`config.mk`:
```
export PLATFORM = sky130hd
export DESIGN_NAME = mac_slice
export DESIGN_NICKNAME = d
export VERILOG_FILES = /design/src/rtl/mac_slice_pkg.sv /design/src/rtl/slice_delay.sv /design/src/rtl/mult_stage.sv /design/src/rtl/post_adder.sv /design/src/rtl/mac_slice.sv
export SDC_FILE = /design/constraint.sdc
export NUM_CORES = 2
export LEC_CHECK = 0
export ABC_CLOCK_PERIOD_IN_PS = 17300
export BUFFER_PORTS_ARGS = -buffer_cell sky130_fd_sc_hd__buf_2
export CAP_MARGIN = 20
export CORE_MARGIN = 4
export CORE_UTILIZATION = 37
export CTS_BUF_LIST = sky130_fd_sc_hd__clkbuf_8 sky130_fd_sc_hd__clkbuf_16
export CTS_CLUSTER_DIAMETER = 50
export DETAILED_ROUTE_END_ITERATION = 8
export PLACE_DENSITY = 0.5
export SYNTH_ARGS = -nofsm -noshare
export SYNTH_HDL_FRONTEND = slang
export SYNTH_SLANG_ARGS = --single-unit
```
`constraint.sdc`:
```
create_clock -name clk -period 17.3 [get_ports clk]
set_clock_uncertainty 0.1 [all_clocks]
set_input_delay 0.865 -clock clk [delete_from_list [all_inputs] [get_ports clk]]
set_output_delay 0.865 -clock clk [all_outputs]
set_load 0.005 [all_outputs]
```
`src/rtl/mac_slice_pkg.sv`:
```
package mac_slice_pkg;

  localparam int A_W    = 30;
  localparam int B_W    = 18;
  localparam int D_W    = 48;
  localparam int AM_W   = 25;
  localparam int PROD_W = AM_W + B_W;
  localparam int OPM_W  = 7;
  localparam int ALU_W  = 4;
  localparam int SEG_W  = 12;
  localparam int NSEG   = D_W / SEG_W;
  localparam int SHR    = 17;

  localparam logic [ALU_W-1:0] ALU_ADD = 4'b0000;
  localparam logic [ALU_W-1:0] ALU_SUB = 4'b0011;

  // operands and controls that travel together down the pipeline
  typedef struct packed {
    logic [A_W-1:0]   a;
    logic [B_W-1:0]   b;
    logic [D_W-1:0]   c;
    logic [D_W-1:0]   casc;
    logic             cin;
    logic [OPM_W-1:0] opmode;
    logic [ALU_W-1:0] alumode;
  } ops_t;

endpackage

```
`src/rtl/slice_delay.sv`:
```
module slice_delay #(
  parameter int W     = 8,
  parameter int DEPTH = 1
) (
  input  logic         clk,
  input  logic         rst_n,
  input  logic         ce,
  input  logic [W-1:0] d,
  output logic [W-1:0] q
);

  generate
    if (DEPTH == 0) begin : g_bypass
      assign q = d;
    end else begin : g_regs
      logic [W-1:0] stg [DEPTH];
      always_ff @(posedge clk or negedge rst_n) begin
        if (!rst_n) begin
          for (int i = 0; i < DEPTH; i++) stg[i] <= '0;
        end else if (ce) begin
          stg[0] <= d;
          for (int i = 1; i < DEPTH; i++) stg[i] <= stg[i-1];
        end
      end
      assign q = stg[DEPTH-1];
    end
  endgenerate

endmodule

```
`src/rtl/mult_stage.sv`:
```
module mult_stage
  import mac_slice_pkg::*;
(
  input  logic           clk,
  input  logic           rst_n,
  input  logic           ce,
  input  ops_t           ops_i,
  output logic [D_W-1:0] prod_o,
  output ops_t           ops_o
);

  logic signed [PROD_W-1:0] prod_raw;
  logic [D_W-1:0]           prod_d;

  always_comb begin
    prod_raw = $signed(ops_i.a[AM_W-1:0]) * $signed(ops_i.b);
    prod_d   = {{(D_W-PROD_W){prod_raw[PROD_W-1]}}, prod_raw};
  end

  always_ff @(posedge clk or negedge rst_n) begin
    if (!rst_n) begin
      prod_o <= '0;
      ops_o  <= '0;
    end else if (ce) begin
      prod_o <= prod_d;
      ops_o  <= ops_i;
    end
  end

endmodule

```
`src/rtl/post_adder.sv`:
```
module post_adder
  import mac_slice_pkg::*;
(
  input  logic [D_W-1:0]   prod_i,
  input  logic [D_W-1:0]   ab_i,
  input  logic [D_W-1:0]   c_i,
  input  logic [D_W-1:0]   casc_i,
  input  logic [D_W-1:0]   p_i,
  input  logic             cin_i,
  input  logic [OPM_W-1:0] opmode_i,
  input  logic [ALU_W-1:0] alumode_i,
  output logic [D_W-1:0]   res_o,
  output logic [NSEG-1:0]  carry_o,
  output logic             illegal_o,
  output logic             mult_sel_o
);

  logic [1:0]     xsel, ysel;
  logic [2:0]     zsel;
  logic [D_W-1:0] xv, yv, zv, wsum, op2;
  logic           sub;
  logic [NSEG:0]  chain;

  assign xsel = opmode_i[1:0];
  assign ysel = opmode_i[3:2];
  assign zsel = opmode_i[6:4];

  always_comb begin
    mult_sel_o = (xsel == 2'b01) && (ysel == 2'b01);
    illegal_o  = ((xsel == 2'b01) != (ysel == 2'b01)) || (zsel == 3'b111) ||
                 !((alumode_i == ALU_ADD) || (alumode_i == ALU_SUB));

    unique case (xsel)
      2'b00:   xv = '0;
      2'b01:   xv = prod_i;
      2'b10:   xv = p_i;
      default: xv = ab_i;
    endcase

    unique case (ysel)
      2'b10:   yv = '1;
      2'b11:   yv = c_i;
      default: yv = '0;
    endcase

    unique case (zsel)
      3'b001:  zv = casc_i;
      3'b010:  zv = p_i;
      3'b011:  zv = c_i;
      3'b100:  zv = p_i;
      3'b101:  zv = $signed(casc_i) >>> SHR;
      3'b110:  zv = $signed(p_i) >>> SHR;
      default: zv = '0;
    endcase

    sub  = (alumode_i == ALU_SUB);
    wsum = xv + yv + {{(D_W-1){1'b0}}, cin_i};
    op2  = sub ? ~wsum : wsum;
  end

  assign chain[0] = sub;

  generate
    for (genvar k = 0; k < NSEG; k++) begin : g_seg
      assign {chain[k+1], res_o[k*SEG_W +: SEG_W]} =
          {1'b0, zv[k*SEG_W +: SEG_W]} + {1'b0, op2[k*SEG_W +: SEG_W]} +
          {{SEG_W{1'b0}}, chain[k]};
    end
  endgenerate

  assign carry_o = {chain[NSEG] & ~mult_sel_o, chain[NSEG-1:1]};

endmodule

```
`src/rtl/mac_slice.sv`:
```
module mac_slice
  import mac_slice_pkg::*;
#(
  parameter int             AB_STAGES = 1,
  parameter logic [D_W-1:0] PATTERN   = 48'h0000_0000_0ABC
) (
  input  logic             clk,
  input  logic             rst_n,
  input  logic             ce_ab,
  input  logic             ce_m,
  input  logic             ce_p,
  input  logic [A_W-1:0]   a_i,
  input  logic [B_W-1:0]   b_i,
  input  logic [D_W-1:0]   c_i,
  input  logic [D_W-1:0]   casc_i,
  input  logic             cin_i,
  input  logic [OPM_W-1:0] opmode_i,
  input  logic [ALU_W-1:0] alumode_i,
  output logic [D_W-1:0]   p_o,
  output logic [NSEG-1:0]  carry_o,
  output logic [D_W-1:0]   casc_o,
  output logic             pat_hit_o,
  output logic             pat_inv_hit_o,
  output logic             mode_err_o
);

  ops_t            in_ops, a_ops, m_ops;
  logic [D_W-1:0]  m_prod, res_w;
  logic [NSEG-1:0] cy_w;
  logic            illegal_w, mult_sel_w;

  logic [D_W-1:0]  p_q, p_d;
  logic [NSEG-1:0] cy_q, cy_d;
  logic            err_q, err_d;

  assign in_ops = {a_i, b_i, c_i, casc_i, cin_i, opmode_i, alumode_i};

  slice_delay #(.W($bits(ops_t)), .DEPTH(AB_STAGES)) u_in_pipe (
    .clk (clk), .rst_n (rst_n), .ce (ce_ab), .d (in_ops), .q (a_ops)
  );

  mult_stage u_mul (
    .clk (clk), .rst_n (rst_n), .ce (ce_m),
    .ops_i (a_ops), .prod_o (m_prod), .ops_o (m_ops)
  );

  post_adder u_add (
    .prod_i     (m_prod),
    .ab_i       ({m_ops.a, m_ops.b}),
    .c_i        (m_ops.c),
    .casc_i     (m_ops.casc),
    .p_i        (p_q),
    .cin_i      (m_ops.cin),
    .opmode_i   (m_ops.opmode),
    .alumode_i  (m_ops.alumode),
    .res_o      (res_w),
    .carry_o    (cy_w),
    .illegal_o  (illegal_w),
    .mult_sel_o (mult_sel_w)
  );

  // result stage: next state
  always_comb begin
    p_d   = p_q;
    cy_d  = cy_q;
    err_d = err_q;
    if (ce_p) begin
      err_d = illegal_w;
      if (!illegal_w) begin
        p_d  = res_w;
        cy_d = cy_w;
      end
    end
  end

  // result stage: registers
  always_ff @(posedge clk or negedge rst_n) begin
    if (!rst_n) begin
      p_q   <= '0;
      cy_q  <= '0;
      err_q <= 1'b0;
    end else begin
      p_q   <= p_d;
      cy_q  <= cy_d;
      err_q <= err_d;
    end
  end

  assign p_o           = p_q;
  assign casc_o        = p_q;
  assign carry_o       = cy_q;
  assign mode_err_o    = err_q;
  assign pat_hit_o     = (p_q == PATTERN);
  assign pat_inv_hit_o = (p_q == ~PATTERN);

endmodule

```
==> summary.md <==
| Metric | Value |
|---|---|
| Status | `finished, final reports clean` |
| Antenna violations before repair | `8` |
| Setup TNS | `0 ps` |
| Clock transition at path regs | `60 ps` |
| Post-synth EDFFs | `0` |
| Top post-synthesis cells by count | `530 x inv_1, 499 x nand2_1, 450 x fa_1` |
| Yosys warning total | `0` |
| Startpoint types | `flip-flop` |
| Drt drc | `0` |
| Synthesized netlist cell count | `3,946` |
| Max incr delay on CP | `540 ps` |
| CTS Buffer Depth | `3` |
| Syn_area_per_cell | `9.91 sq um` |
| Largest net degree at the start of global routing | `167` |
| Post-synth ARST share | `1.00` |
| Core area | `104,000 sq um` |
| Crit end category | `flip-flop` |
| Largest family of logic cells by synthesized area | `adder cells` |
| Site Rows | `118` |
| Die height | `333 um` |
| Unrepaired setup endpoints after global routing | `no` |
| Syn_nets | `4,755` |
| Simple-Gate Fraction of Synth Area | `0.116` |
| # IOs | `264` |
| CTS tree | `done` |
| Worst Path Buf+Inv | `3` |
| WL/cell | `22.1 um` |
| Root Driver | `clkbuf_16` |
| Sequential area share after synthesis | `0.261` |
| Cell family with most CP delay | `compound AO/OA/AOI/OAI gates` |
| Critical-path top delay cell | `o311ai_0` |
| Count leader, synth | `inv_1` |
| Number of hold violations in the final report | `0` |
| Clk Latency, worst-skew pair | `660 ps` |
| 1st-iter DRT viols | `2,061` |
| GP Congestion | `0.887` |
| Slew @ Worst Pin | `1130 ps` |
| DRT antenna net count | `0` |
| Crit-path most repeated cell | `a21oi_1` |
| Netlist cell types | `84` |
| Max Cap Viol | `0` |
| DR vias | `28,700` |
| Cts hold-fix bufs | `0` |
| DR pass1 iterations | `6` |
| Critical Path RT | `17,730 ps` |
| Initial Utilization | `0.375` |
| Die Area | `111,000 sq um` |
| Slew HR | `0.241` |
| Worst hold path type | `primary input to asynchronous set/reset pin` |
| Yosys top cell by area | `dfrtp_1` |
| Vias in the first global route | `30,200` |
| Final setup fails | `0` |
| Die Span X | `333 um` |
| Max Fclk | `0.0792 GHz` |
| Minimum clock period | `12,630 ps` |
| CTS Buf Count | `60` |
| Critical path fanouts, max | `51` |
| Post-DP HPWL | `93.7 mm` |
| CTS Sinks | `408` |
| Count of non-filler cells in the finished layout | `5,505` |
| Slew Limit Fails | `0` |
| Total Wirelength | `121 mm` |
| Setup Crit Path Kind | `flip-flop to flip-flop` |
| XOR/XNOR share of the synthesized area | `0.0365` |
| Count of cells resized by post-cts repair | `0` |
| Most area-consuming cells after synthesis | `dfrtp_1 26%, fa_1 23%, mux2_2 9.7%` |
| Share of cells above drive strength 1 | `0.199` |
| CTS HTree Levels | `2` |
| Adder-Cell Fraction of Synth Area | `0.294` |
| Share of the synthesized area in the top cell type | `0.261` |
| Gr usage total | `0.219` |
| Mapped Area | `39,100 sq um` |
| Placed insts | `5,390` |
| Crit share post-route | `0.730` |
| First-pass GRT wire length | `187 mm` |
| GRT Residual Overflow | `0` |
| Main synth FF type | `dfrtp_1` |
| Multiplexer share of the synthesized area | `0.102` |
| Post-synthesis compound-gate area fraction | `0.109` |
| P&R area growth vs syn | `11.7%` |
| Drt via density | `5.21` |
| Post-CTS Setup Inserts | `0` |
| Worst EP arrival | `13,070 ps` |
| Synth Register Bits | `408` |
| Nets | `4,883` |
| IO Port Bufs | `263` |
path summary, 6_finish.rpt:
kind | slack (ps) | cells past startpoint | startpoint | end
max in group asynchronous | 14730 | 4 | rst_n | casc_o[42]$_DFFE_PN0P_
worst min register to register | 380 | 1 | u_mul.prod_o[9]$_DFFE_PN0P_ | u_mul.prod_o[9]$_DFFE_PN0P_
worst max-delay path | 4670 | 51 | u_mul.ops_o[4]$_DFFE_PN0P_ | carry_o[3]$_DFFE_PN0P_
worst min-delay path | 150 | 1 | rst_n | u_in_pipe.q[65]$_DFFE_PN0P_
min in group clk | 330 | 2 | b_i[5] | u_in_pipe.q[113]$_DFFE_PN0P_
worst max register to register | 4670 | 51 | u_mul.ops_o[4]$_DFFE_PN0P_ | carry_o[3]$_DFFE_PN0P_
sequential cells by signal (all words and copies together), names as in the netlist:
signal	cells
carry_o	4
u_mul.ops_o	156
mode_err_o	1
u_mul.prod_o	43
casc_o	48
u_in_pipe.q	156
layout make-up:
cell class / count / area (sq um)
timing repair buffer: 338 / 1960
tap: 1380 / 1730
clock inverter: 44 / 442
clock buffer: 67 / 1600
sequential: 408 / 10200
multi-input combinational: 2735 / 25700
inverter: 531 / 1990
antenna: 2 / 5.00
fill: 10300 / 60600
kinds of logic (layout without fill, tap and decap cells):
group | Yosys count | count (layout)
other | 0 | 2
muxes | 356 | 356
AOI/OAI and AO/OA | 615 | 615
buffers and inverters | 803 | 980
and+or+nand+nor | 953 | 953
adders and majority gates | 648 | 648
DFF | 408 | 408
xor gates and xnor gates | 163 | 163
per-stage QoR:
stage	setup WS, ps	utilization	cell area, sq um	hold WS, ps
floorplan	6020	-	39100	345
global placement	4870	0.399	41500	364
detailed placement	4760	0.399	41500	372
CTS	4710	0.418	43600	192
global route	3440	0.419	43600	228
finish	4670	0.419	43600	147
per-layer routing:
layer  share of wire  routed length (um)  track usage  up-vias
li1                -                   -            -    13100
met1            0.45               54400        0.304    14700
met2            0.48               58500        0.368      682
met3           0.052                6310       0.0320      136
met4           0.018                2190       0.0435        2
met5         0.00016                  19            0        -
placed cells by master (no fill, tap or decap), drive strengths merged, types with 7 or more instances in the layout:
cell / n
a22o: 47
xnor2: 121
a21boi: 52
nor2: 69
ha: 198
o31ai: 13
a31oi: 15
mux2i: 20
nand3: 57
o21ai: 154
nand2b: 33
a21oi: 114
nor3: 37
and3: 15
a22oi: 60
xor2: 42
or2: 7
clkinvlp: 8
o21bai: 24
and2: 148
inv: 552
nand4: 21
a21o: 55
nor2b: 15
nand3b: 7
nor4: 14
o21a: 15
clkbuf: 67
dfrtp: 408
clkinv: 12
nand2: 499
fa: 450
buf: 338
mux2: 336
Power is not shown: default switching activity piles up to over one toggle a cycle in this logic, so the estimate is an artifact.
